`src/rtl/mdio_phy_pkg.sv`:
```
package mdio_phy_pkg;

    localparam int REG_W  = 16;
    localparam int ADDR_W = 5;

    typedef enum logic [2:0] {
        FS_PRE,
        FS_START,
        FS_OP,
        FS_PHY,
        FS_REG,
        FS_TA1,
        FS_TA2,
        FS_DATA
    } frame_st_e;

    localparam logic [1:0] OP_WR = 2'b01;
    localparam logic [1:0] OP_RD = 2'b10;

    localparam logic [ADDR_W-1:0] RA_CTRL = 5'd0;
    localparam logic [ADDR_W-1:0] RA_STAT = 5'd1;
    localparam logic [ADDR_W-1:0] RA_ANA  = 5'd4;
    localparam logic [ADDR_W-1:0] RA_LPA  = 5'd5;
    localparam logic [ADDR_W-1:0] RA_EXP  = 5'd6;
    localparam logic [ADDR_W-1:0] RA_NPT  = 5'd7;

    localparam int CTRL_RESTART_BIT = 9;
    localparam int STAT_ANDONE_BIT  = 5;
    localparam int STAT_LINK_BIT    = 2;
    localparam int EXP_PAGE_BIT     = 1;

endpackage

```
`src/rtl/mdio_frame_engine.sv`:
```
module mdio_frame_engine
    import mdio_phy_pkg::*;
#(
    parameter int PRE_LEN = 32
) (
    input  logic              clk,
    input  logic              rst_n,
    input  logic [ADDR_W-1:0] phy_addr_i,
    input  logic              mdc_i,
    input  logic              mdio_i,
    output logic              mdio_o,
    output logic              mdio_oe_o,
    output logic              rd_stb_o,
    output logic [ADDR_W-1:0] rd_addr_o,
    input  logic [REG_W-1:0]  rd_data_i,
    output logic              wr_stb_o,
    output logic [ADDR_W-1:0] wr_addr_o,
    output logic [REG_W-1:0]  wr_data_o
);

    localparam int PRE_CW = $clog2(PRE_LEN + 1);
    localparam int DAT_CW = $clog2(REG_W);
    localparam int CNT_W  = (PRE_CW > DAT_CW) ? PRE_CW : DAT_CW;

    typedef struct packed {
        logic              mdc_s1;
        logic              mdc_s2;
        logic              dat_s1;
        frame_st_e         st;
        logic [CNT_W-1:0]  cnt;
        logic [1:0]        op;
        logic [ADDR_W-1:0] pa;
        logic [ADDR_W-1:0] ra;
        logic              hit;
        logic              rd;
        logic [REG_W-1:0]  sh;
        logic              oe;
        logic              mdo;
    } eng_t;

    eng_t q, n;
    logic bit_rise;
    logic bit_val;
    logic hit_now;
    logic last_field;
    logic last_data;

    assign bit_rise   = q.mdc_s1 & ~q.mdc_s2;
    assign bit_val    = q.dat_s1;
    assign last_field = (q.cnt == CNT_W'(ADDR_W - 1));
    assign last_data  = (q.cnt == CNT_W'(REG_W - 1));
    assign hit_now    = (q.pa == phy_addr_i) && ((q.op == OP_RD) || (q.op == OP_WR));

    always_comb begin
        n          = q;
        n.mdc_s1   = mdc_i;
        n.mdc_s2   = q.mdc_s1;
        n.dat_s1   = mdio_i;
        rd_stb_o   = 1'b0;
        wr_stb_o   = 1'b0;
        rd_addr_o  = {q.ra[ADDR_W-2:0], bit_val};
        wr_data_o  = {q.sh[REG_W-2:0], bit_val};
        if (bit_rise) begin
            unique case (q.st)
                FS_PRE: begin
                    if (bit_val) begin
                        if (q.cnt < CNT_W'(PRE_LEN)) begin
                            n.cnt = q.cnt + 1'b1;
                        end
                    end else if (q.cnt >= CNT_W'(PRE_LEN)) begin
                        n.st  = FS_START;
                        n.cnt = '0;
                    end else begin
                        n.cnt = '0;
                    end
                end
                FS_START: begin
                    n.cnt = '0;
                    n.st  = bit_val ? FS_OP : FS_PRE;
                end
                FS_OP: begin
                    n.op  = {q.op[0], bit_val};
                    n.cnt = q.cnt + 1'b1;
                    if (q.cnt == CNT_W'(1)) begin
                        n.cnt = '0;
                        n.st  = FS_PHY;
                    end
                end
                FS_PHY: begin
                    n.pa  = {q.pa[ADDR_W-2:0], bit_val};
                    n.cnt = q.cnt + 1'b1;
                    if (last_field) begin
                        n.cnt = '0;
                        n.st  = FS_REG;
                    end
                end
                FS_REG: begin
                    n.ra  = rd_addr_o;
                    n.cnt = q.cnt + 1'b1;
                    if (last_field) begin
                        n.cnt = '0;
                        n.st  = FS_TA1;
                        n.hit = hit_now;
                        n.rd  = (q.op == OP_RD);
                        if (hit_now && (q.op == OP_RD)) begin
                            rd_stb_o = 1'b1;
                            n.sh     = rd_data_i;
                        end
                    end
                end
                FS_TA1: begin
                    if (q.hit && q.rd) begin
                        n.oe  = 1'b1;
                        n.mdo = 1'b0;
                    end
                    n.st = FS_TA2;
                end
                FS_TA2: begin
                    if (q.hit && q.rd) begin
                        n.mdo = q.sh[REG_W-1];
                        n.sh  = {q.sh[REG_W-2:0], 1'b0};
                    end
                    n.cnt = '0;
                    n.st  = FS_DATA;
                end
                FS_DATA: begin
                    if (q.hit && q.rd) begin
                        if (last_data) begin
                            n.oe  = 1'b0;
                            n.mdo = 1'b0;
                        end else begin
                            n.mdo = q.sh[REG_W-1];
                            n.sh  = {q.sh[REG_W-2:0], 1'b0};
                        end
                    end else begin
                        n.sh = wr_data_o;
                        if (last_data && q.hit) begin
                            wr_stb_o = 1'b1;
                        end
                    end
                    n.cnt = q.cnt + 1'b1;
                    if (last_data) begin
                        n.cnt = '0;
                        n.st  = FS_PRE;
                    end
                end
                default: begin
                    n.st  = FS_PRE;
                    n.cnt = '0;
                    n.oe  = 1'b0;
                end
            endcase
        end
    end

    always_ff @(posedge clk or negedge rst_n) begin
        if (!rst_n) begin
            q <= '0;
        end else begin
            q <= n;
        end
    end

    assign wr_addr_o = q.ra;
    assign mdio_o    = q.mdo;
    assign mdio_oe_o = q.oe;

    assert_idle_released_R3: assert property (@(posedge clk) disable iff (!rst_n)
        (q.st == FS_PRE) |-> !mdio_oe_o)
        else $error("drive enabled while waiting for preamble");

    assert_ta_zero_R3: assert property (@(posedge clk) disable iff (!rst_n)
        $rose(mdio_oe_o) |-> !mdio_o)
        else $error("second turnaround bit not driven low");

    assert_write_match_R2: assert property (@(posedge clk) disable iff (!rst_n)
        wr_stb_o |-> (q.pa == phy_addr_i))
        else $error("write strobe for a foreign PHY address");

endmodule

```
`src/rtl/mdio_reg_bank.sv`:
```
module mdio_reg_bank
    import mdio_phy_pkg::*;
#(
    parameter logic [REG_W-1:0] CTRL_RST   = 16'h1140,
    parameter logic [REG_W-1:0] STAT_CONST = 16'h0108,
    parameter logic [REG_W-1:0] ANA_RST    = 16'h01A0,
    parameter logic [REG_W-1:0] NPT_RST    = 16'h2001,
    parameter logic [REG_W-1:0] EXP_CONST  = 16'h0004
) (
    input  logic              clk,
    input  logic              rst_n,
    input  logic              rd_stb_i,
    input  logic [ADDR_W-1:0] rd_addr_i,
    output logic [REG_W-1:0]  rd_data_o,
    input  logic              wr_stb_i,
    input  logic [ADDR_W-1:0] wr_addr_i,
    input  logic [REG_W-1:0]  wr_data_i,
    input  logic              an_done_i,
    input  logic              link_ok_i,
    input  logic              page_rx_i,
    input  logic [REG_W-1:0]  lp_ability_i,
    output logic              an_restart_o
);

    localparam logic [REG_W-1:0] RESTART_MASK = REG_W'(1) << CTRL_RESTART_BIT;

    typedef struct packed {
        logic [REG_W-1:0] ctrl;
        logic [REG_W-1:0] ana;
        logic [REG_W-1:0] npt;
        logic             link_ll;
        logic             page_lh;
        logic             restart;
    } bank_t;

    bank_t q, n;
    logic  rd_stat;
    logic  rd_exp;

    assign rd_stat = rd_stb_i && (rd_addr_i == RA_STAT);
    assign rd_exp  = rd_stb_i && (rd_addr_i == RA_EXP);

    always_comb begin
        rd_data_o = '0;
        unique case (rd_addr_i)
            RA_CTRL: rd_data_o = q.ctrl;
            RA_STAT: begin
                rd_data_o                  = STAT_CONST;
                rd_data_o[STAT_ANDONE_BIT] = an_done_i;
                rd_data_o[STAT_LINK_BIT]   = q.link_ll;
            end
            RA_ANA:  rd_data_o = q.ana;
            RA_LPA:  rd_data_o = lp_ability_i;
            RA_EXP: begin
                rd_data_o               = EXP_CONST;
                rd_data_o[EXP_PAGE_BIT] = q.page_lh;
            end
            RA_NPT:  rd_data_o = q.npt;
            default: rd_data_o = '0;
        endcase
    end

    always_comb begin
        n         = q;
        n.restart = 1'b0;
        if (wr_stb_i) begin
            unique case (wr_addr_i)
                RA_CTRL: begin
                    n.ctrl    = wr_data_i & ~RESTART_MASK;
                    n.restart = wr_data_i[CTRL_RESTART_BIT];
                end
                RA_ANA:  n.ana = wr_data_i;
                RA_NPT:  n.npt = wr_data_i;
                default: ;
            endcase
        end
        n.link_ll = rd_stat ? link_ok_i : (q.link_ll & link_ok_i);
        n.page_lh = page_rx_i | (q.page_lh & ~rd_exp);
    end

    always_ff @(posedge clk or negedge rst_n) begin
        if (!rst_n) begin
            q.ctrl    <= CTRL_RST & ~RESTART_MASK;
            q.ana     <= ANA_RST;
            q.npt     <= NPT_RST;
            q.link_ll <= 1'b0;
            q.page_lh <= 1'b0;
            q.restart <= 1'b0;
        end else begin
            q <= n;
        end
    end

    assign an_restart_o = q.restart;

    assert_restart_single_R5: assert property (@(posedge clk) disable iff (!rst_n)
        an_restart_o |=> !an_restart_o)
        else $error("restart request longer than one cycle");

    assert_link_drop_R7: assert property (@(posedge clk) disable iff (!rst_n)
        !link_ok_i |=> !q.link_ll)
        else $error("latched link not cleared by link loss");

    assert_page_set_R11: assert property (@(posedge clk) disable iff (!rst_n)
        page_rx_i |=> q.page_lh)
        else $error("page event not latched");

endmodule

```
`src/rtl/mdio_phy_regs.sv`:
```
module mdio_phy_regs
    import mdio_phy_pkg::*;
#(
    parameter int               PRE_LEN    = 32,
    parameter logic [REG_W-1:0] CTRL_RST   = 16'h1140,
    parameter logic [REG_W-1:0] STAT_CONST = 16'h0108,
    parameter logic [REG_W-1:0] ANA_RST    = 16'h01A0,
    parameter logic [REG_W-1:0] NPT_RST    = 16'h2001,
    parameter logic [REG_W-1:0] EXP_CONST  = 16'h0004
) (
    input  logic              clk,
    input  logic              rst_n,
    input  logic [ADDR_W-1:0] phy_addr_i,
    input  logic              mdc_i,
    input  logic              mdio_i,
    output logic              mdio_o,
    output logic              mdio_oe_o,
    input  logic              an_done_i,
    input  logic              link_ok_i,
    input  logic              page_rx_i,
    input  logic [REG_W-1:0]  lp_ability_i,
    output logic              an_restart_o
);

    logic              rd_stb;
    logic [ADDR_W-1:0] rd_addr;
    logic [REG_W-1:0]  rd_data;
    logic              wr_stb;
    logic [ADDR_W-1:0] wr_addr;
    logic [REG_W-1:0]  wr_data;

    mdio_frame_engine #(
        .PRE_LEN (PRE_LEN)
    ) u_engine (
        .clk        (clk),
        .rst_n      (rst_n),
        .phy_addr_i (phy_addr_i),
        .mdc_i      (mdc_i),
        .mdio_i     (mdio_i),
        .mdio_o     (mdio_o),
        .mdio_oe_o  (mdio_oe_o),
        .rd_stb_o   (rd_stb),
        .rd_addr_o  (rd_addr),
        .rd_data_i  (rd_data),
        .wr_stb_o   (wr_stb),
        .wr_addr_o  (wr_addr),
        .wr_data_o  (wr_data)
    );

    mdio_reg_bank #(
        .CTRL_RST   (CTRL_RST),
        .STAT_CONST (STAT_CONST),
        .ANA_RST    (ANA_RST),
        .NPT_RST    (NPT_RST),
        .EXP_CONST  (EXP_CONST)
    ) u_bank (
        .clk          (clk),
        .rst_n        (rst_n),
        .rd_stb_i     (rd_stb),
        .rd_addr_i    (rd_addr),
        .rd_data_o    (rd_data),
        .wr_stb_i     (wr_stb),
        .wr_addr_i    (wr_addr),
        .wr_data_i    (wr_data),
        .an_done_i    (an_done_i),
        .link_ok_i    (link_ok_i),
        .page_rx_i    (page_rx_i),
        .lp_ability_i (lp_ability_i),
        .an_restart_o (an_restart_o)
    );

endmodule

```
`config.mk`:
```
export PLATFORM = sky130hd
export DESIGN_NAME = mdio_phy_regs
export DESIGN_NICKNAME = d
export VERILOG_FILES = /design/src/rtl/mdio_phy_pkg.sv /design/src/rtl/mdio_frame_engine.sv /design/src/rtl/mdio_reg_bank.sv /design/src/rtl/mdio_phy_regs.sv
export SDC_FILE = /design/constraint.sdc
export NUM_CORES = 1
export LEC_CHECK = 0
export ABC_AREA = 0
export BUFFER_PORTS_ARGS = -buffer_cell sky130_fd_sc_hd__clkbuf_2
export CAP_MARGIN = 10
export CELL_PAD_IN_SITES_DETAIL_PLACEMENT = 2
export CELL_PAD_IN_SITES_GLOBAL_PLACEMENT = 2
export CORE_MARGIN = 2
export CORE_UTILIZATION = 35
export CTS_CLUSTER_DIAMETER = 40
export DETAILED_ROUTE_END_ITERATION = 7
export PLACE_DENSITY = 0.77
export RECOVER_POWER = 100
export SETUP_SLACK_MARGIN = 0.2
export SYNTH_ARGS = -nofsm -noshare
export SYNTH_HDL_FRONTEND = slang
export SYNTH_SLANG_ARGS = --single-unit
```
`constraint.sdc`:
```
create_clock -name clk -period 3 [get_ports clk]
set_input_delay 0 -clock clk [delete_from_list [all_inputs] [get_ports clk]]
set_output_delay 0 -clock clk [all_outputs]
set_load 0.03 [all_outputs]
```
## Yosys cells after proc, flatten, opt, wreduce, memory -nomap -nowiden

Cells that the tools add are included.

- Register bits: 94
- Input port bits: 28
- Output and inout port bits: 3
- Logic and storage cells: 123

- Add/sub/neg operators: 1
- $lt $le $gt $ge: 2
- Equal/unequal tests: 32
- Mux-type cells: 36
- Bitwise logic cells: 6
- Reduce and logical (&&, ||, !) cells: 27

Operator list:

| cell | number |
|---|---|
| $pmux W16 S6 | 1 |
| $mux W16 | 5 |
| $pmux W16 S3 | 1 |
| $mux W9 | 4 |
| $pmux W6 S6 | 1 |
| $eq A5 B3 Y1 const B | 6 |
| $pmux W3 S8 | 1 |
| $ne A2 B1 Y1 const B | 9 |
| $mux W1 | 14 |
| $eq A3 B3 Y1 const B | 4 |
| $mux W6 | 2 |
| $reduce_and A2 Y1 | 6 |
| $logic_not A5 Y1 | 2 |
| $reduce_and A5 Y1 | 2 |
| $reduce_and A7 Y1 | 1 |
| $add A6 B1 Y6 const B | 1 |
| $eq A3 B2 Y1 const B | 2 |
| $eq A6 B1 Y1 const B | 1 |
| $eq A6 B3 Y1 const B | 1 |
| $eq A6 B4 Y1 const B | 1 |
| $ge A6 B6 Y1 const B | 1 |
| $logic_and A1 B1 Y1 | 6 |
| $lt A6 B6 Y1 const B | 1 |
| $mux W2 | 3 |
| 21 further kinds | 28 |

## Logic depth before layout (Yosys ltp)

- Depth after elaboration: 12
- Depth in mapped cells: 8

## By module

Synthesis repeated with hierarchy kept, for this count alone.

- Cells, all modules: 451
- Area, all modules: 5,064.9 um2

By module, submodules not included:

| module | instances | cells an instance | area an instance (um2) | sequential area each (um2) |
|---|---|---|---|---|
| mdio_frame_engine | 1 | 261 | 2,562.5 | 1,101.1 |
| mdio_reg_bank | 1 | 190 | 2,502.4 | 1,261.2 |

## Worst setup path after synthesis

Ideal clock, no wire load.

- Kind: register to register
- From: register u_engine.q[32] (netlist bit)
- To: register u_bank.q[15] (netlist bit)
- Arrival: 1,894 ps
- Path slack: 981 ps
- Stages on the path, launching flop included: 9
- Buffers on the path: 2
- Clock period less this slack: 2,019 ps
- Cells stage by stage: dfrtp_1 ha_1 and3_1 and4_4 nand4b_1 or2_1 buf_6 buf_12 mux2_4

- Longest elaborated chain between the ends: 7

RTL lines:

| item | line | RTL |
|---|---|---|
| start: declaration | mdio_frame_engine.sv:41 | `eng_t q, n;` |
| start signal: assignment | mdio_frame_engine.sv:160 | `q <= n;` |
| $eq A6 B4 Y1 | mdio_frame_engine.sv:51 | `assign last_data = (q.cnt == CNT_W'(REG_W - 1));` |
| $logic_and A1 B1 Y1 | mdio_frame_engine.sv:137 | `if (last_data && q.hit) begin` |
| $mux W1 | mdio_frame_engine.sv:137 |  |
| $mux W1 | mdio_frame_engine.sv:127 | `if (q.hit && q.rd) begin` |
| $mux W1 | mdio_frame_engine.sv:64 | `unique case (q.st)` |
| $mux W1 | mdio_frame_engine.sv:63 | `if (bit_rise) begin` |
| $reduce_and A2 Y1 (no source line) | - |  |
| end signal: assignment | mdio_reg_bank.sv:90 | `q <= n;` |
| end: declaration | mdio_reg_bank.sv:36 | `bank_t q, n;` |

Every way passes these cells.
A chain may end at the register's enable or synchronous reset.

## Worst setup path after layout

- From: register u_engine.q[32] (netlist bit)
- To: register u_bank.q[14] (netlist bit)

Same word-level chain as after synthesis.

==> results.ini <==
[clocking]
cts_tree = built
cts_sinks = 94
cts_max_level = 3
cts_root_buffer = clkbuf_16
hold_buffers = 5
cts_resized = 0
clk_pin_slew_ns = 0.07
insertion_delay_ns = 0.35
postCtsSetupRepairBufs = 0
numCtsBuffers = 9
clockBufferDepth = 2

[yosys]
yosys.cell_count.top_type = dfrtp_1
ys_seq_elements = 94
ys.warnings.count = 0
synth_area_um2 = 4910
netlist_top_cells_area = dfrtp_1, mux2_2, dfstp_2
netlist_top_cells_count = dfrtp_1, mux2_2, nand2_1
ys_seq_area_share_pct = 48.1
async_flop_share_pct = 100
syn_inst = 434
netlist.area_leader.share_pct = 43.8
synthFlopType = dfrtp_1
synth_top_area_cell = dfrtp_1
ys_types = 70
syn-num-nets = 466
synth_area_per_cell_um2 = 11.3
synth-edff-count = 0

[drt]
route.met3.wl_um = 226
dr.pass1.iters = 4
drc_errors = 0
top_layer_used = met4
vias_per_cell = 5.63
vias = 3646
wl_per_cell_um = 21.3
wl_um = 13800
wl_met2_um = 6940
drtAntennaViolNets = 0
drtIter0Drc = 135
wl_met1_um = 6430

[sta]
fmax_mhz = 396
setup_viol_count_final = 0
relSlewSlack_pct = -43.3
fin_crit_sh_pct = 84.1
finClkSkew_ns = 0.00792
hold_viol = 0
layout_min_cycle_time_ns = 2.52
finalMaxSlewViolations = 85
rsz0062_at_grt = no
tns_ns = 0
tightest_slew_ns = 2.15

[worst_setup_path]
arrival_ns = 2.76
crit_fanout = 16
worstPathRequired_ns = 3.23
crit_type = reg2reg
critPathLaunchType = flip-flop
end_kind = flip-flop

[global_routing]
grt_max_degree = 85
grt_pass1_wl_um = 23200
grt_pass1_vias = 4132
antenna_found_initial = 0
overflow = 0
track_usage_pct = 20.2

[placed_design]
port_buffers = 30
dpl.hpwl_um = 9240
post_dp_cell_area_um2 = 5220
gp_congestion = 0.813

[floorplanning]
fp.dieW_um = 123
start_util_pct = 35.7
io_pins = 31
die_h_um = 123
core_um2 = 13800
row_count = 43
fp.dieArea_um2 = 15000

[outcome]
violations = max-capacitance violations, max-slew violations
outcome = complete, but fails checks

[flow_run]
max_cap_violations = 1

[power_and_ir_drop]
ir_drop_mv = 0.260
p_per_area_nw_per_um2 = 470
fin_total_pwr_mw = 2.59
power_leakage_nw = 2.47

[finish]
postLayoutCellArea_um2 = 5500
multi_input_area_um2 = 2280
fillerInstances = 1478
seq_area_um2 = 2360
layout.nets = 495
syn_to_final_growth_pct = 12.0
layout-drive-gt1-share_pct = 27.4
num_antenna_cells = 0

[hold_path]
hold_class = in2reg

==> critical path: stages, from the launching register on <==
cell      delay, ns
dfrtp_1        0.43
ha_1           0.26
and3_1         0.24
and4_1         0.27
nand4b_1       0.13
or2_1          0.65
mux2_2         0.42
==> registers in the layout (all words and copies together) (netlist names) <==
name and cells:
u_bank.an_restart_o 1, u_engine.wr_data_o 15, u_engine.mdio_o 1, u_bank.q 49
u_engine.bit_val 1, u_engine.q 20, u_engine.n 1, u_engine.mdio_oe_o 1
u_engine.wr_addr_o 5
==> cells by family (layout without fill, tap and decap cells) <==
family                   count (synthesis)  count (layout)  synth area share, %
flip-flops                              94              94                 48.1
XOR/XNOR                                 7               7                 1.25
AO/OA/AOI/OAI                           94              94                 13.1
multiplexers                            81              81                 19.1
buffers and inverters                   44              78                 4.71
adder cells (fa/ha/maj)                  4               4                 1.02
AND/OR/NAND/NOR                        110             110                 12.8
==> stage by stage <==
step | hold slack (ns) | utilization, % | worst slack [ns] | instances
detailed placement | 0.110 | 37.9 | 0.397 | 627
global placement | 0.108 | 37.9 | 0.501 | 627
floorplan | -0.296 | - | 0.981 | 434
finish | 0.119 | 40.0 | 0.476 | 648
CTS | 0.105 | 40.5 | 0.400 | 648
global route | 0.142 | 40.0 | 0.252 | 648
==> final cells by class <==
type,count,share of cell area [%]
Clock inverter,6,1.30
Multi-Input combinational cell,296,41.4
Timing Repair Buffer,51,5.39
Tap cell,180,4.09
Clock buffer,10,4.16
Sequential cell,94,42.9
Inverter,11,0.750
==> path summary, 6_finish.rpt <==
check,start,to,slack [ns],cells after the start
min in group asynchronous,rst_n,u_engine.q[25],0.81,2
worst min-delay path,lp_ability_i[13],u_engine.wr_data_o[14],0.12,4
worst max-delay path,u_engine.q[32],u_bank.q[14],0.48,6
worst max register to register,u_engine.q[32],u_bank.q[14],0.48,6
worst min register to register,u_engine.n[42],u_engine.q[42],0.39,0
max in group asynchronous,rst_n,u_bank.q[19],0.75,3
==> cell usage in the layout (no fill, tap or decap), types with 6 or more instances in the layout <==
cell | synthesis | final
clkbuf_1 | 12 | 8
a21oi_1 | 21 | 21
inv_1 | 11 | 11
mux2_1 | 1 | 11
nor2_1 | 15 | 16
a222oi_1 | 6 | 6
dfstp_2 | 8 | 8
o21ai_0 | 21 | 22
nor3b_1 | 6 | 6
mux2_2 | 60 | 60
nor3_1 | 9 | 9
dfrtp_1 | 86 | 86
nand3_1 | 13 | 13
clkbuf_16 | 0 | 9
a22oi_1 | 6 | 6
clkbuf_2 | 1 | 29
mux2i_1 | 10 | 10
buf_4 | 3 | 10
nand2_1 | 29 | 29
==> per-layer routing <==
metal  global-route usage (%)  up-vias
li1                         -     1667
met1                     27.0     1934
met2                     34.4       34
met3                     2.23       11
met4                     6.54        0
met5                        0        -
==> where the power goes <==
group / total, mW / internal (mW) / switching (mW)
sequential: 1.29 / 1.28 / 0.0150
clock: 1.17 / 0.652 / 0.514
combinational: 0.130 / 0.0483 / 0.0819
total: 2.59 / 1.98 / 0.611
(Power assumes the default switching activity.)
